===== config.mk =====
export PLATFORM = sky130hd
export DESIGN_NAME = sysctl_cp_bank
export DESIGN_NICKNAME = d
export VERILOG_FILES = /design/src/rtl/sysctl_cp_pkg.sv /design/src/rtl/sysctl_cp_decode.sv /design/src/rtl/sysctl_cp_regs.sv /design/src/rtl/sysctl_cp_resp.sv /design/src/rtl/sysctl_cp_bank.sv
export SDC_FILE = /design/constraint.sdc
export NUM_CORES = 1
export LEC_CHECK = 0
export ABC_CLOCK_PERIOD_IN_PS = 3500
export BUFFER_PORTS_ARGS = -buffer_cell sky130_fd_sc_hd__buf_2
export CAP_MARGIN = 20
export CORE_MARGIN = 1.5
export CORE_UTILIZATION = 30
export DETAILED_ROUTE_END_ITERATION = 7
export GPL_TIMING_DRIVEN = 1
export PLACE_DENSITY_LB_ADDON = 0.2
export SYNTH_ARGS = -nofsm -noshare
export SYNTH_HDL_FRONTEND = slang
export SYNTH_HIERARCHICAL = 1
export SYNTH_SLANG_ARGS = --single-unit
export TNS_END_PERCENT = 1

===== constraint.sdc =====
create_clock -name clk_i -period 3.5 [get_ports clk_i]
set_input_delay 0.7 -clock clk_i [delete_from_list [all_inputs] [get_ports clk_i]]
set_output_delay 0.7 -clock clk_i [all_outputs]
set_load 0.01 [all_outputs]

===== src/rtl/sysctl_cp_pkg.sv =====
package sysctl_cp_pkg;

  localparam int unsigned CTL_BITS = 4;

  typedef enum logic [1:0] {
    OP_NONE   = 2'd0,
    OP_WRITE  = 2'd1,
    OP_READ   = 2'd2,
    OP_REFUSE = 2'd3
  } cp_op_e;

  typedef struct packed {
    logic done;
    logic cant;
    logic mode_chg;
  } cp_resp_t;

  // Register-move class: bits 27:24 equal 4'b1110 and bit 4 set.
  function automatic logic is_reg_move(input logic [31:0] word);
    return (word[27:24] == 4'b1110) && word[4];
  endfunction

endpackage


===== src/rtl/sysctl_cp_decode.sv =====
module sysctl_cp_decode
  import sysctl_cp_pkg::*;
#(
  parameter int unsigned NUM_REGS  = 8,
  parameter int unsigned CTRL_SLOT = 1,
  localparam int unsigned IDX_W    = $clog2(NUM_REGS)
) (
  input  logic             req_i,
  input  logic             dir_rd_i,
  input  logic [31:0]      instr_i,
  output cp_op_e           op_o,
  output logic [IDX_W-1:0] idx_o,
  output logic             ctl_wr_o
);

  logic move;
  logic unused_instr_bits;

  assign move  = is_reg_move(instr_i);
  assign idx_o = instr_i[16 +: IDX_W];
  assign unused_instr_bits = ^{instr_i[31:28], instr_i[23:19], instr_i[15:5], instr_i[3:0]};

  always_comb begin
    op_o = OP_NONE;
    if (req_i) begin
      if (!move)         op_o = OP_REFUSE;
      else if (dir_rd_i) op_o = OP_READ;
      else               op_o = OP_WRITE;
    end
  end

  assign ctl_wr_o = (op_o == OP_WRITE) && (idx_o == IDX_W'(CTRL_SLOT));

endmodule


===== src/rtl/sysctl_cp_regs.sv =====
module sysctl_cp_regs
  import sysctl_cp_pkg::*;
#(
  parameter int unsigned DATA_W    = 32,
  parameter int unsigned NUM_REGS  = 8,
  parameter int unsigned CTRL_SLOT = 1,
  parameter int unsigned CTRL_LSB  = 4,
  parameter logic [DATA_W-1:0] ID_VALUE = 32'h41440110,
  localparam int unsigned IDX_W    = $clog2(NUM_REGS)
) (
  input  logic                clk_i,
  input  logic                rst_ni,
  input  logic                wr_en_i,
  input  logic [IDX_W-1:0]    idx_i,
  input  logic [DATA_W-1:0]   wdata_i,
  input  logic [CTL_BITS-1:0] strap_i,
  output logic [DATA_W-1:0]   rd_word_o,
  output logic [CTL_BITS-1:0] ctl_o
);

  logic [DATA_W-1:0] slot_word [NUM_REGS];

  for (genvar s = 0; s < NUM_REGS; s++) begin : g_slot
    if (s == 0) begin : g_id
      assign slot_word[s] = ID_VALUE;
    end else if (s == CTRL_SLOT) begin : g_ctl
      logic                loaded_q, loaded_d;
      logic [CTL_BITS-1:0] ctl_q, ctl_d, ctl_eff;
      logic                wr_hit;

      assign wr_hit  = wr_en_i && (idx_i == IDX_W'(s));
      assign ctl_eff = loaded_q ? ctl_q : strap_i;

      always_comb begin
        loaded_d = 1'b1;
        ctl_d    = ctl_eff;
        if (wr_hit) ctl_d = wdata_i[CTRL_LSB +: CTL_BITS];
      end

      always_ff @(posedge clk_i or negedge rst_ni) begin
        if (!rst_ni) begin
          loaded_q <= 1'b0;
          ctl_q    <= '0;
        end else begin
          loaded_q <= loaded_d;
          ctl_q    <= ctl_d;
        end
      end

      always_comb begin
        slot_word[s] = '0;
        slot_word[s][CTRL_LSB +: CTL_BITS] = ctl_eff;
      end

      assign ctl_o = ctl_eff;
    end else begin : g_plain
      logic [DATA_W-1:0] q, d;
      logic              wr_hit;

      assign wr_hit = wr_en_i && (idx_i == IDX_W'(s));

      always_comb begin
        d = q;
        if (wr_hit) d = wdata_i;
      end

      always_ff @(posedge clk_i or negedge rst_ni) begin
        if (!rst_ni) q <= '0;
        else         q <= d;
      end

      assign slot_word[s] = q;
    end
  end

  assign rd_word_o = slot_word[idx_i];

endmodule


===== src/rtl/sysctl_cp_resp.sv =====
module sysctl_cp_resp
  import sysctl_cp_pkg::*;
#(
  parameter int unsigned DATA_W = 32
) (
  input  logic              clk_i,
  input  logic              rst_ni,
  input  cp_op_e            op_i,
  input  logic              ctl_wr_i,
  input  logic [DATA_W-1:0] rd_word_i,
  output logic [DATA_W-1:0] rdata_o,
  output cp_resp_t          resp_o
);

  logic [DATA_W-1:0] rdata_q, rdata_d;
  logic              rdata_en;
  cp_resp_t          resp_q, resp_d;

  assign rdata_en = (op_i == OP_READ);

  always_comb begin
    rdata_d = rdata_q;
    if (rdata_en) rdata_d = rd_word_i;
    resp_d.done     = (op_i == OP_READ) || (op_i == OP_WRITE);
    resp_d.cant     = (op_i == OP_REFUSE);
    resp_d.mode_chg = ctl_wr_i;
  end

  always_ff @(posedge clk_i or negedge rst_ni) begin
    if (!rst_ni) begin
      rdata_q <= '0;
      resp_q  <= '0;
    end else begin
      rdata_q <= rdata_d;
      resp_q  <= resp_d;
    end
  end

  assign rdata_o = rdata_q;
  assign resp_o  = resp_q;

endmodule


===== src/rtl/sysctl_cp_bank.sv =====
module sysctl_cp_bank
  import sysctl_cp_pkg::*;
#(
  parameter int unsigned DATA_W    = 32,
  parameter int unsigned NUM_REGS  = 8,
  parameter int unsigned CTRL_SLOT = 1,
  parameter int unsigned CTRL_LSB  = 4,
  parameter logic [DATA_W-1:0] ID_VALUE = 32'h41440110
) (
  input  logic              clk_i,
  input  logic              rst_ni,
  input  logic              req_i,
  input  logic              dir_rd_i,
  input  logic [31:0]       instr_i,
  input  logic [DATA_W-1:0] wdata_i,
  input  logic [3:0]        strap_mode_i,
  output logic [DATA_W-1:0] rdata_o,
  output logic              done_o,
  output logic              cant_o,
  output logic              mode_chg_o,
  output logic              prog_wide_o,
  output logic              data_wide_o,
  output logic              late_abort_o,
  output logic              big_endian_o
);

  localparam int unsigned IDX_W = $clog2(NUM_REGS);

  cp_op_e              op;
  logic [IDX_W-1:0]    idx;
  logic                ctl_wr;
  logic [DATA_W-1:0]   rd_word;
  logic [CTL_BITS-1:0] ctl;
  cp_resp_t            resp;

  sysctl_cp_decode #(
    .NUM_REGS (NUM_REGS),
    .CTRL_SLOT(CTRL_SLOT)
  ) u_decode (
    .req_i   (req_i),
    .dir_rd_i(dir_rd_i),
    .instr_i (instr_i),
    .op_o    (op),
    .idx_o   (idx),
    .ctl_wr_o(ctl_wr)
  );

  sysctl_cp_regs #(
    .DATA_W   (DATA_W),
    .NUM_REGS (NUM_REGS),
    .CTRL_SLOT(CTRL_SLOT),
    .CTRL_LSB (CTRL_LSB),
    .ID_VALUE (ID_VALUE)
  ) u_regs (
    .clk_i    (clk_i),
    .rst_ni   (rst_ni),
    .wr_en_i  (op == OP_WRITE),
    .idx_i    (idx),
    .wdata_i  (wdata_i),
    .strap_i  (strap_mode_i),
    .rd_word_o(rd_word),
    .ctl_o    (ctl)
  );

  sysctl_cp_resp #(
    .DATA_W(DATA_W)
  ) u_resp (
    .clk_i    (clk_i),
    .rst_ni   (rst_ni),
    .op_i     (op),
    .ctl_wr_i (ctl_wr),
    .rd_word_i(rd_word),
    .rdata_o  (rdata_o),
    .resp_o   (resp)
  );

  assign done_o       = resp.done;
  assign cant_o       = resp.cant;
  assign mode_chg_o   = resp.mode_chg;
  assign prog_wide_o  = ctl[0];
  assign data_wide_o  = ctl[1];
  assign late_abort_o = ctl[2];
  assign big_endian_o = ctl[3];

endmodule


# After elaboration in Yosys (flattened, before gate mapping)
# Cells that the tools add are included.
dict set report word_totals {
  wordCells 42
  register_bits 232
}
dict set report op_classes {
  eq_ne 11
  n_lt_le_gt_ge 1
  n_bitwise 1
  mux 8
  reduce_logical 9
}
# operator n
set op_table {}
lappend op_table {{32-bit binary-select mux with 3-bit select} 1}
lappend op_table {{32-bit two-way mux} 2}
lappend op_table {{3-bit == test (second input constant)} 4}
lappend op_table {{1-bit logical AND} 8}
lappend op_table {{4-bit two-way mux} 2}
lappend op_table {{3-bit by 2-bit == test with 1-bit output (second input constant)} 2}
lappend op_table {{2-bit two-way mux} 3}
lappend op_table {{2-bit == test (second input constant)} 2}
lappend op_table {{4-bit == test (second input constant)} 1}
lappend op_table {{4-bit greater-or-equal comparator (second input constant)} 1}
lappend op_table {{3-bit inverter with 4-bit output} 1}
lappend op_table {{3-bit by 1-bit == test with 1-bit output (second input constant)} 1}
lappend op_table {{2-bit by 1-bit == test with 1-bit output (second input constant)} 1}
lappend op_table {{1-bit logical OR} 1}

# Depth between registers and ports, before layout
# Gate-level depths: netlist of the first run.
dict set report logic_depth {
  depth_word 7
  ltp_mapped 8
  mapped_depth_nobuf 6
}

# Hierarchy
# The synthesis of the first run kept the hierarchy.
# module area_per_inst_um2 instances cells_per_inst seq_area_each_um2
set by_module_without_submodules {}
lappend by_module_without_submodules {sysctl_cp_regs 8891.0 1 591 4929.7}
lappend by_module_without_submodules {sysctl_cp_resp 1452.6 1 75 875.8}
lappend by_module_without_submodules {sysctl_cp_decode 91.3 1 11 0.0}
lappend by_module_without_submodules {sysctl_cp_bank 13.8 1 1 0.0}

# Worst setup path before layout of the first run
# OpenSTA, ideal clock, no wires.
dict set report synth_path {
  kind {input to register}
  start {input port instr_i[24]}
  end {register u_regs.g_slot[6].g_plain.q[2]}
  setup_time_ns 0.128
  arrival_ns 2.329
  cell_stages 8
  setup_slack_ns 1.043
  required_time_ns 3.372
  cell_sequence {nand2b_4 o31a_1 nor2b_4 nand2_1 or3_1 clkbuf_1 buf_2 mux2_1}
}
dict set report synth_via {
  elab_chain_cells 6
}
# item line_no
set synth_rtl {}
lappend synth_rtl {{from (decl)} sysctl_cp_bank.sv:14} ;# input logic [31:0] instr_i,
lappend synth_rtl {{4-bit == test} sysctl_cp_pkg.sv:20} ;# return (word[27:24] == 4'b1110) && word[4];
lappend synth_rtl {{1-bit logical AND} sysctl_cp_pkg.sv:20}
lappend synth_rtl {{2-bit two-way mux} sysctl_cp_decode.sv:26} ;# if (!move) op_o = OP_REFUSE;
lappend synth_rtl {{2-bit two-way mux} sysctl_cp_decode.sv:25} ;# if (req_i) begin
lappend synth_rtl {{named net op[1]} sysctl_cp_bank.sv:29} ;# cp_op_e op;
lappend synth_rtl {{2-bit by 1-bit == test with 1-bit output} sysctl_cp_bank.sv:57} ;# .wr_en_i (op == OP_WRITE),
lappend synth_rtl {{1-bit logical AND} sysctl_cp_regs.sv:60} ;# assign wr_hit = wr_en_i && (idx_i == IDX_W'(s));
lappend synth_rtl {{to (signal assigned)} sysctl_cp_regs.sv:68} ;# if (!rst_ni) q <= '0;
lappend synth_rtl {{to (signal assigned)} sysctl_cp_regs.sv:69} ;# else q <= d;
lappend synth_rtl {{to (decl)} sysctl_cp_regs.sv:57} ;# logic [DATA_W-1:0] q, d;
# The timed path passes the listed nets, and every way through them passes these cells.
# A chain may end at the register's enable or synchronous reset.

# Final worst setup path of the first run
dict set report layout_path {
  start {input port instr_i[24]}
  end {register u_regs.g_slot[6].g_plain.q[29]}
}
# The elaborated chain is that of the path after synthesis.

==> run metrics, run 1 <==
Crit path required time=between 3000 and 4000 ps; die width=~190 um; Post-synth top flop=dfrtp_1; post-route minimum period=2260 ps; Synth Area in Compound Gates=between 2 and 2.5%; status=finished, final reports clean; Finished Cell Area=approximately 0.012 mm2; IO Count=111; CP max FO=20; hold_buf cts=0; CTS Sinks=232; Yosys warnings=6; row cnt=approximately 70; Final Wtd Congestion=between 0.6 and 0.7; initial antenna violation count=4; Post-DP Area=roughly 0.011 mm2; most common cell after layout, fill and taps aside=dfrtp_1; maximum number of pins on one net before global-route repair=95; Yosys cell types=39; share of layout cells above drive strength 1=a little over half; Mapped Nets=752; GRT Util Overall=between 10% and 20%; register bit count reported by yosys=between 200 and 250; setup slack after layout=approximately 1200 ps; CTS buffer count=25; Setup crit start kind=primary input; routed len/inst=between 15 and 20 um; endpoints failing setup=0; Initial Utilization=a little under a third; sequential fraction of the synthesis area=a little under three fifths; worst setup path startpoint=instr_i[24]; die area=0.0360 mm2; clk buf depth=3; Arrival @ worst endpoint=2650 ps; DR pass1 iterations=4; Area growth, synth to finish=16.6%; DR vias=approximately 5800; worst slack at placement=roughly 700 ps; Final Max Tran Viols=0; Post-Synth XOR/XNOR Area=0%; Worst path depth=8; Setup CP Type=in -> reg; remaining routing DRC violations=0; endpoints failing hold=0; Crit path max-delay family=simple AND/OR/NAND/NOR gates; Synth Area in Simple Gates=about 3.0%; mux share of post-synthesis cell area=between 30% and 40%; number of synthesized flops with an enable pin=0; r2r startpoint=u_regs/g_slot[1].g_ctl.loaded_q$_DFF_PN0_; commonest non-fill, non-tap cells in the layout=dfrtp_1, mux2_2, buf_2; Netlist Area Pre-Place=~0.010 mm2; Synth Area in Adders=less than 1%; Port Buffers=86; Slew @ Worst Pin=approximately 720 ps; nets@finish=~850; max-capacitance violation count=0; worst hold path class=in -> async; PD cells=slightly above 600 mW/mm2; crit path cell chain=buf_2 -> nand2b_4 -> o31a_1 -> nor2b_4 -> nand2_1 -> or3_2 -> buf_4 -> mux2_2; reg2reg path depth=4; first-pass GRT wire length=about 38000 um; post-route antenna net violation count=0; Root Driver=clkbuf_16; Synth Instances=a little under 700; H-tree depth=1; maximum vdd ir drop=roughly 0.29 mV; initial drt markers=~220; final HPWL from detailed placement=between 10000 and 15000 um; leakage=about 5.5 nW; syn_area_per_cell=around 15 um2; Async S/R FF share, synth=between 90% and 100%; CP endpoint kind=register; gr ovfl total=0; Clock Latency Late Sink=between 500 and 600 ps; unrepaired setup endpoints after global routing=false; largest family of logic cells by synthesized area=multiplexers; max incr delay on CP=~450 ps; Max-slew headroom=a little over half; Final Skew=9.54 ps; final period utilization=between 60% and 70%; Post-Route Setup TNS=0 ps; drt via density=4.70; core area=0.0344 mm2; CP max-delay cell=or3_2; Worst-path clk slew=~60 ps; Die Ht=~190 um; CTS tree=done; Post-CTS Setup Bufs=0; fmax=442 MHz; Total Wirelength=~24000 um; WP buf/inv=2; Post-CTS Resized=0; vias in the first global route=approximately 6300
logic make-up (layout without fill, tap and decap cells):
family / count (synthesis) / count (layout)
adders and majority gates: 2 / 2
buffers and inverters: 51 / 159
AOI/OAI and AO/OA: 41 / 41
other: 1 / 2
DFF: 232 / 232
muxes: 292 / 292
and+or+nand+nor: 59 / 59
area by class of cell:
| cell class | instances | area (um2) |
|---|---|---|
| Clock buffer | 37 | 731 |
| Fill cell | 3332 | 22200 |
| Antenna cell | 1 | 2.50 |
| Timing Repair Buffer | 114 | 716 |
| Sequential cell | 232 | 5810 |
| Inverter | 4 | 15.0 |
| Tap cell | 455 | 569 |
| Clock inverter | 4 | 22.5 |
| Multi-Input combinational cell | 395 | 4330 |
cell usage after synthesis, types with 6 or more instances:
master    number  area share (%)
nor2_1        10            0.36
clkbuf_1       6            0.22
mux2_2       192              21
dfrtp_1      232              56
o21ai_0       23             1.1
mux2i_1       25             2.4
mux2_4        30             4.3
mux2_1        14             1.5
o21bai_1       6            0.43
mux4_2        31             6.7
nand2_1       28             1.0
buf_4          7            0.50
nand3_1        6            0.29
buf_2         25             1.2
report_power, final:
| group | total [mW] | leakage (nW) | switching [mW] | internal, mW |
|---|---|---|---|---|
| combinational | 1.41 | 2.24 | 0.535 | 0.872 |
| clock | 2.46 | 0.370 | 1.03 | 1.43 |
| sequential | 3.62 | 2.86 | 0.300 | 3.32 |
| total | 7.49 | 5.46 | 1.86 | 5.62 |
worst paths after layout:
kind,end,slack [ps]
setup / recovery,u_regs/g_slot[6].g_plain.q[29]$_DFFE_PN0P_,1240
hold / removal,u_regs/g_slot[4].g_plain.q[1]$_DFFE_PN0P_,220
setup reg to reg,u_resp/rdata_o[6]$_DFFE_PN0N_,1900
hold reg to reg,u_regs/g_slot[4].g_plain.q[17]$_DFFE_PN0P_,480
max in group asynchronous,u_regs/g_slot[1].g_ctl.loaded_q$_DFF_PN0_,2460
min in group clk_i,u_resp/resp_o[0]$_DFF_PN0_,450
through the flow:
| stage | hold WS, ps | power [mW] | util [%] | instances |
|---|---|---|---|---|
| 6_report | 215 | 7.49 | 35.5 | 1242 |
| 2_1_floorplan | 404 | 4.64 | - | 678 |
| 3_5_place_dp | 472 | 5.11 | 33.3 | 1200 |
| 3_3_place_gp | 467 | 5.07 | 33.3 | 1200 |
| 5_1_grt | 267 | 7.92 | 35.4 | 1241 |
| 4_1_cts | 232 | 7.63 | 35.4 | 1241 |
layer usage:
metal / up-vias / global-route usage [%] / share of wire [%]
met1: 3054 / 18.9 / 47
met3: 31 / 2.56 / 4.0
li1: 2674 / - / -
met5: - / 0 / 0.097
met4: 4 / 3.14 / 1.7
met2: 78 / 22.2 / 47
flip-flops by register name (all words and copies together) (netlist names):
register / flops
u_regs/g_slot.g_ctl.ctl_q: 4
u_regs/g_slot.g_ctl.loaded_q: 1
u_regs/g_slot.g_plain.q: 192
u_resp/rdata_o: 32
u_resp/resp_o: 3
No activity file was read; power rests on OpenSTA's default activity.
==> run 2, diff against run 1 <==
Settings changed: ABC_CLOCK_PERIOD_IN_PS 3500 to 1900.
Clock period 3.5 ns to 1.9 ns, I/O delays scaled along.
==> run 2 against run 1 <==
Routed wire length grew 0.28%. Combinational power grew 91%. Worst hold slack lost 59 ps. First-iteration DRC count grew 14%. Register-to-register slack lost 1500 ps. Sequential share of layout area shrank 2.2 points. Critical path type is now reg -> out. Critical endpoint is now big_endian_o. Largest cell class unchanged.
==> run metrics, run 2 (synthesis gave the netlist of run 1 again) <==
status=finished, final reports clean; initial antenna violation count=2; Post-Route Setup TNS=0 ps; GRT Util Overall=13.8%; H-tree depth=1; max-capacitance violation count=0; final HPWL from detailed placement=15500 um; CP max FO=4; Switching Fraction=between 20% and 30%; share of layout cells above drive strength 1=a little under three fifths; clk buf depth=3; met3 usage=under 10%; DR pass1 iterations=4; Final Wtd Congestion=0.677; gr busiest metal=met2; Biggest register=u_regs/g_slot.g_plain.q; Port Buffers=86; Antenna Cells=0; met2 Use GR=roughly 22%; Initial Utilization=30.4%; Finished Cell Area=0.0128 mm2; endpoints failing hold=0; CTS buffer count=26; Clock Power Share=36.4%; setup slack after layout=~50 ps; core area=around 0.034 mm2; worst hold path class=in -> reg; endpoints failing setup=0; Total Wirelength=around 24000 um; Die Ht=190 um; remaining routing DRC violations=0; Post-DP Area=roughly 0.012 mm2; PD cells=around 1200 mW/mm2; post-route minimum period=around 1900 ps; Comb pwr share=roughly 18%; CTS Sinks=around 230; Worst-path clk slew=60 ps; Fillers=~3300; initial drt markers=between 200 and 300; routed len/inst=about 19 um; first-pass GRT wire length=between 30000 and 40000 um; vias in the first global route=between 6000 and 7000; Arrival @ worst endpoint=1470 ps; Largest register FFs=roughly 190; post-route antenna net violation count=0; Root Driver=clkbuf_16; leakage=slightly below 6 nW; Crit path required time=1520 ps; CP endpoint kind=output pin; CTS tree=done; maximum vdd ir drop=approximately 0.57 mV; row cnt=between 60 and 70; DR vias=roughly 6000; Final Skew=9.74 ps; fmax=approximately 540 MHz; die width=roughly 190 um; final period utilization=97.4%; drt via density=between 4 and 5; Reg power frac=45.4%; gr ovfl total=0; maximum number of pins on one net before global-route repair=53; sw power=between 3 and 4 mW; commonest non-fill, non-tap cells in the layout=dfrtp_1, mux2_2, buf_2; Setup crit start kind=register; nets@finish=between 800 and 900; Clock Latency Late Sink=approximately 530 ps; Pint=roughly 11 mW; unrepaired setup endpoints after global routing=true; most common cell after layout, fill and taps aside=dfrtp_1; Setup CP Type=reg -> out; Final Max Tran Viols=0; worst slack at placement=-390 ps; Post-CTS Setup Bufs=0; die area=between 0.03 and 0.04 mm2; Area growth, synth to finish=22.3%; global routing usage on met1=between 10% and 20%; IO Count=111
run 2: worst paths after layout:
| path | from | end | slack (ps) | cells past startpoint |
|---|---|---|---|---|
| max | u_regs/g_slot[1].g_ctl.loaded_q$_DFF_PN0_ | big_endian_o | 50 | 2 |
| min | wdata_i[13] | u_regs/g_slot[2].g_plain.q[13]$_DFFE_PN0P_ | 160 | 2 |
| max reg2reg | u_regs/g_slot[1].g_ctl.loaded_q$_DFF_PN0_ | u_resp/rdata_o[5]$_DFFE_PN0N_ | 370 | 4 |
| min reg2reg | u_regs/g_slot[4].g_plain.q[25]$_DFFE_PN0P_ | u_regs/g_slot[4].g_plain.q[25]$_DFFE_PN0P_ | 480 | 1 |
| max in group asynchronous | rst_ni | u_regs/g_slot[4].g_plain.q[29]$_DFFE_PN0P_ | 910 | 3 |
| min in group asynchronous | rst_ni | u_regs/g_slot[4].g_plain.q[10]$_DFFE_PN0P_ | 330 | 2 |
run 2: repair_timing:
item,in CTS,in global routing
pin swaps,0,0
gates resized for setup,1,0
hold endpoints to repair,34,0
hold buffers,1,0
endpoints found under the setup margin,4,3
gates cloned,0,0
run 2: through the flow:
step	util, %	power (mW)	hold WS, ps	instances
floorplan	-	8.56	84.4	678
detailed placement	34.4	9.50	306	1229
CTS	37.2	15.0	136	1278
global placement	34.4	9.44	306	1229
global route	37.2	15.6	156	1278
finish	37.2	14.7	156	1278
run 2: cell type report:
type / count / area, um2 / area share [%]
sequential: 232 / 5810 / 45.5
clock buffer: 39 / 811 / 6.35
inverter: 4 / 15.0 / 0.118
multi-input combinational: 395 / 4340 / 34.0
tap: 455 / 569 / 4.46
timing repair buffer: 144 / 1110 / 8.66
clock inverter: 9 / 125 / 0.979
run 2: power by group through the flow:
stage | clock, mW | combinational (mW) | sequential [mW]
floorplan | 0 | 1.85 | 6.70
global placement | 0 | 2.68 | 6.75
detailed placement | 0 | 2.73 | 6.77
CTS | 5.56 | 2.74 | 6.69
global route | 5.77 | 2.96 | 6.85
finish | 5.35 | 2.69 | 6.68
run 2: layer usage:
layer,vias to the layer above,part of all wire [%]
met3,33,3.9
met2,83,46
li1,2736,-
met4,2,1.7
met1,3113,48
met5,-,0.072
run 2: worst max-delay path: stages (launching register included):
cell and delay, ps:
dfrtp_2 410, mux2_2 380, buf_2 160
==> run 3, diff against run 2 <==
Settings changed: BUFFER_PORTS_ARGS -buffer_cell sky130_fd_sc_hd__buf_2 to -buffer_cell sky130_fd_sc_hd__buf_4.
==> run 3 against run 2 <==
Sequential power barely moved. Clock-buffer cell count grew 5. Register-to-register slack is essentially flat. Critical path depth stayed put. Routed wire length down 0.82%. Die area did not move. Largest power group unchanged. Worst setup slack improved by 5.3 ps. Largest cell class unchanged. Clock power fell by 13%. Global-route usage shrank 0.32 points. Critical endpoint is now prog_wide_o. Sequential share of layout area shrank 0.16 points. Flip-flop and latch count unchanged. Clock skew increased by 2.8 ps.
==> run metrics, run 3 (synthesis gave the netlist of run 1 again) <==
status=finished, final reports clean; Final Wtd Congestion=around 0.69; CTS tree=done; initial antenna violation count=0; final HPWL from detailed placement=around 15000 um; Clock Power Share=about a third; Final Max Tran Viols=0; Initial Utilization=a little under a third; share of layout cells above drive strength 1=a little over half; Switching Fraction=24.6%; Arrival @ worst endpoint=1470 ps; r2r startpoint=u_regs/g_slot[1].g_ctl.loaded_q$_DFF_PN0_; Post-CTS Setup Bufs=0; remaining routing DRC violations=0; Antenna Cells=0; vias in the first global route=6413; Final Skew=around 13 ps; die area=roughly 0.036 mm2; Fillers=3329; row cnt=68; die width=about 190 um; setup slack after layout=approximately 54 ps; Area growth, synth to finish=22.7%; Total Wirelength=between 20000 and 25000 um; Root Driver=clkbuf_16; routed len/inst=18.5 um; FF/Latch Area=0.00581 mm2; Port Buffers=86; clk buf depth=3; reg-to-reg critical path endpoint=u_resp/rdata_o[5]$_DFFE_PN0N_; Largest register FFs=roughly 190; CP endpoint=prog_wide_o; GRT Util Overall=13.4%; fmax=between 500 and 600 MHz; worst setup path startpoint=u_regs/g_slot[1].g_ctl.loaded_q$_DFF_PN0_; nets@finish=about 870; endpoints failing hold=0; gr ovfl total=0; CP max FO=4; initial drt markers=291; final period utilization=~97%; CP endpoint kind=output pin; first-pass GRT wire length=around 38000 um; worst slack at placement=-406 ps; most common cell after layout, fill and taps aside=dfrtp_1; endpoints failing setup=0; area of the multi-input gates=roughly 0.0043 mm2; sw power=about 3.5 mW; unrepaired setup endpoints after global routing=true; Pint=between 10 and 15 mW; Reg power frac=47.2%; post-route antenna net violation count=0; Worst-path clk slew=~60 ps; reg2reg path depth=4; max-capacitance violation count=0; Comb pwr share=about a fifth; H-tree depth=1; DR pass1 iterations=4; PD cells=roughly 1100 mW/mm2; Clock Latency Late Sink=520 ps; Biggest register=u_regs/g_slot.g_plain.q; Setup crit start kind=register; Die Ht=190 um; worst hold path class=in -> reg; IO Count=111; post-route minimum period=1850 ps; Crit path required time=1520 ps; Total Power=between 10 and 15 mW; DR vias=between 5000 and 6000; maximum number of pins on one net before global-route repair=between 50 and 60; maximum vdd ir drop=about 0.61 mV; leakage=about 5.7 nW; core area=about 0.034 mm2; commonest non-fill, non-tap cells in the layout=dfrtp_1, mux2_2, buf_4; Post-Route Setup TNS=0 ps; R2R setup slack=approximately 380 ps; Setup CP Type=reg -> out; drt via density=about 4.7; CTS buffer count=26; CTS Sinks=232
## run 3: metrics by stage
stage | hold WS (ps) | std cells | instance area (um2) | utilization (%)
after global placement | 306 | 1223 | 12000 | 35.0
after detailed placement | 305 | 1223 | 12000 | 35.0
after floorplan | 84.4 | 678 | 10500 | -
final | 122 | 1268 | 12800 | 37.3
after global routing | 115 | 1268 | 12800 | 37.3
after CTS | 105 | 1268 | 12800 | 37.3
## run 3: power groups by stage
stage | registers [mW] | logic, mW | clock network [mW]
floorplan | 6.70 | 1.85 | 0
global placement | 6.77 | 2.81 | 0
detailed placement | 6.78 | 2.86 | 0
CTS | 6.70 | 2.87 | 4.85
global route | 6.86 | 3.06 | 5.07
finish | 6.70 | 2.81 | 4.67
## run 3: what timing repair did
item,4_1_cts,5_1_grt
gates cloned,0,0
gates resized for setup,1,0
hold endpoints to repair,38,0
hold buffers,1,0
setup endpoints to repair,4,4
## run 3: cell type report
class                   count  share of cell area, %
clock buffers              44                   6.08
inverters                   4                  0.117
multi-input cells         395                   33.9
flip-flops and latches    232                   45.3
well taps                 455                   4.44
repair buffers            138                   10.2
## run 3: how the worst min path moves through the flow
stage / from / end / cells after the start
5_1_grt: wdata_i[30] / u_regs/g_slot[4].g_plain.q[30]$_DFFE_PN0P_ / 2
2_1_floorplan: rst_ni / u_regs/g_slot[1].g_ctl.ctl_q[0]$_DFF_PN0_ / 0
3_3_place_gp: rst_ni / u_regs/g_slot[3].g_plain.q[1]$_DFFE_PN0P_ / 1
4_1_cts: wdata_i[1] / u_regs/g_slot[4].g_plain.q[1]$_DFFE_PN0P_ / 2
3_5_place_dp: rst_ni / u_regs/g_slot[3].g_plain.q[1]$_DFFE_PN0P_ / 1
6_report: wdata_i[1] / u_regs/g_slot[4].g_plain.q[1]$_DFFE_PN0P_ / 2
## run 3: routing by layer
layer	vias to the layer above	GRT usage, %	share of wire [%]
li1	2714	-	-
met1	3099	19.0	48
met2	96	21.5	46
met3	28	2.29	3.7
met4	0	3.24	1.5
met5	-	0	0
## run 3: worst max-delay path, stage by stage, from the launching register on
cell,delay [ps]
dfrtp_2,410
mux2_2,380
buf_4,150
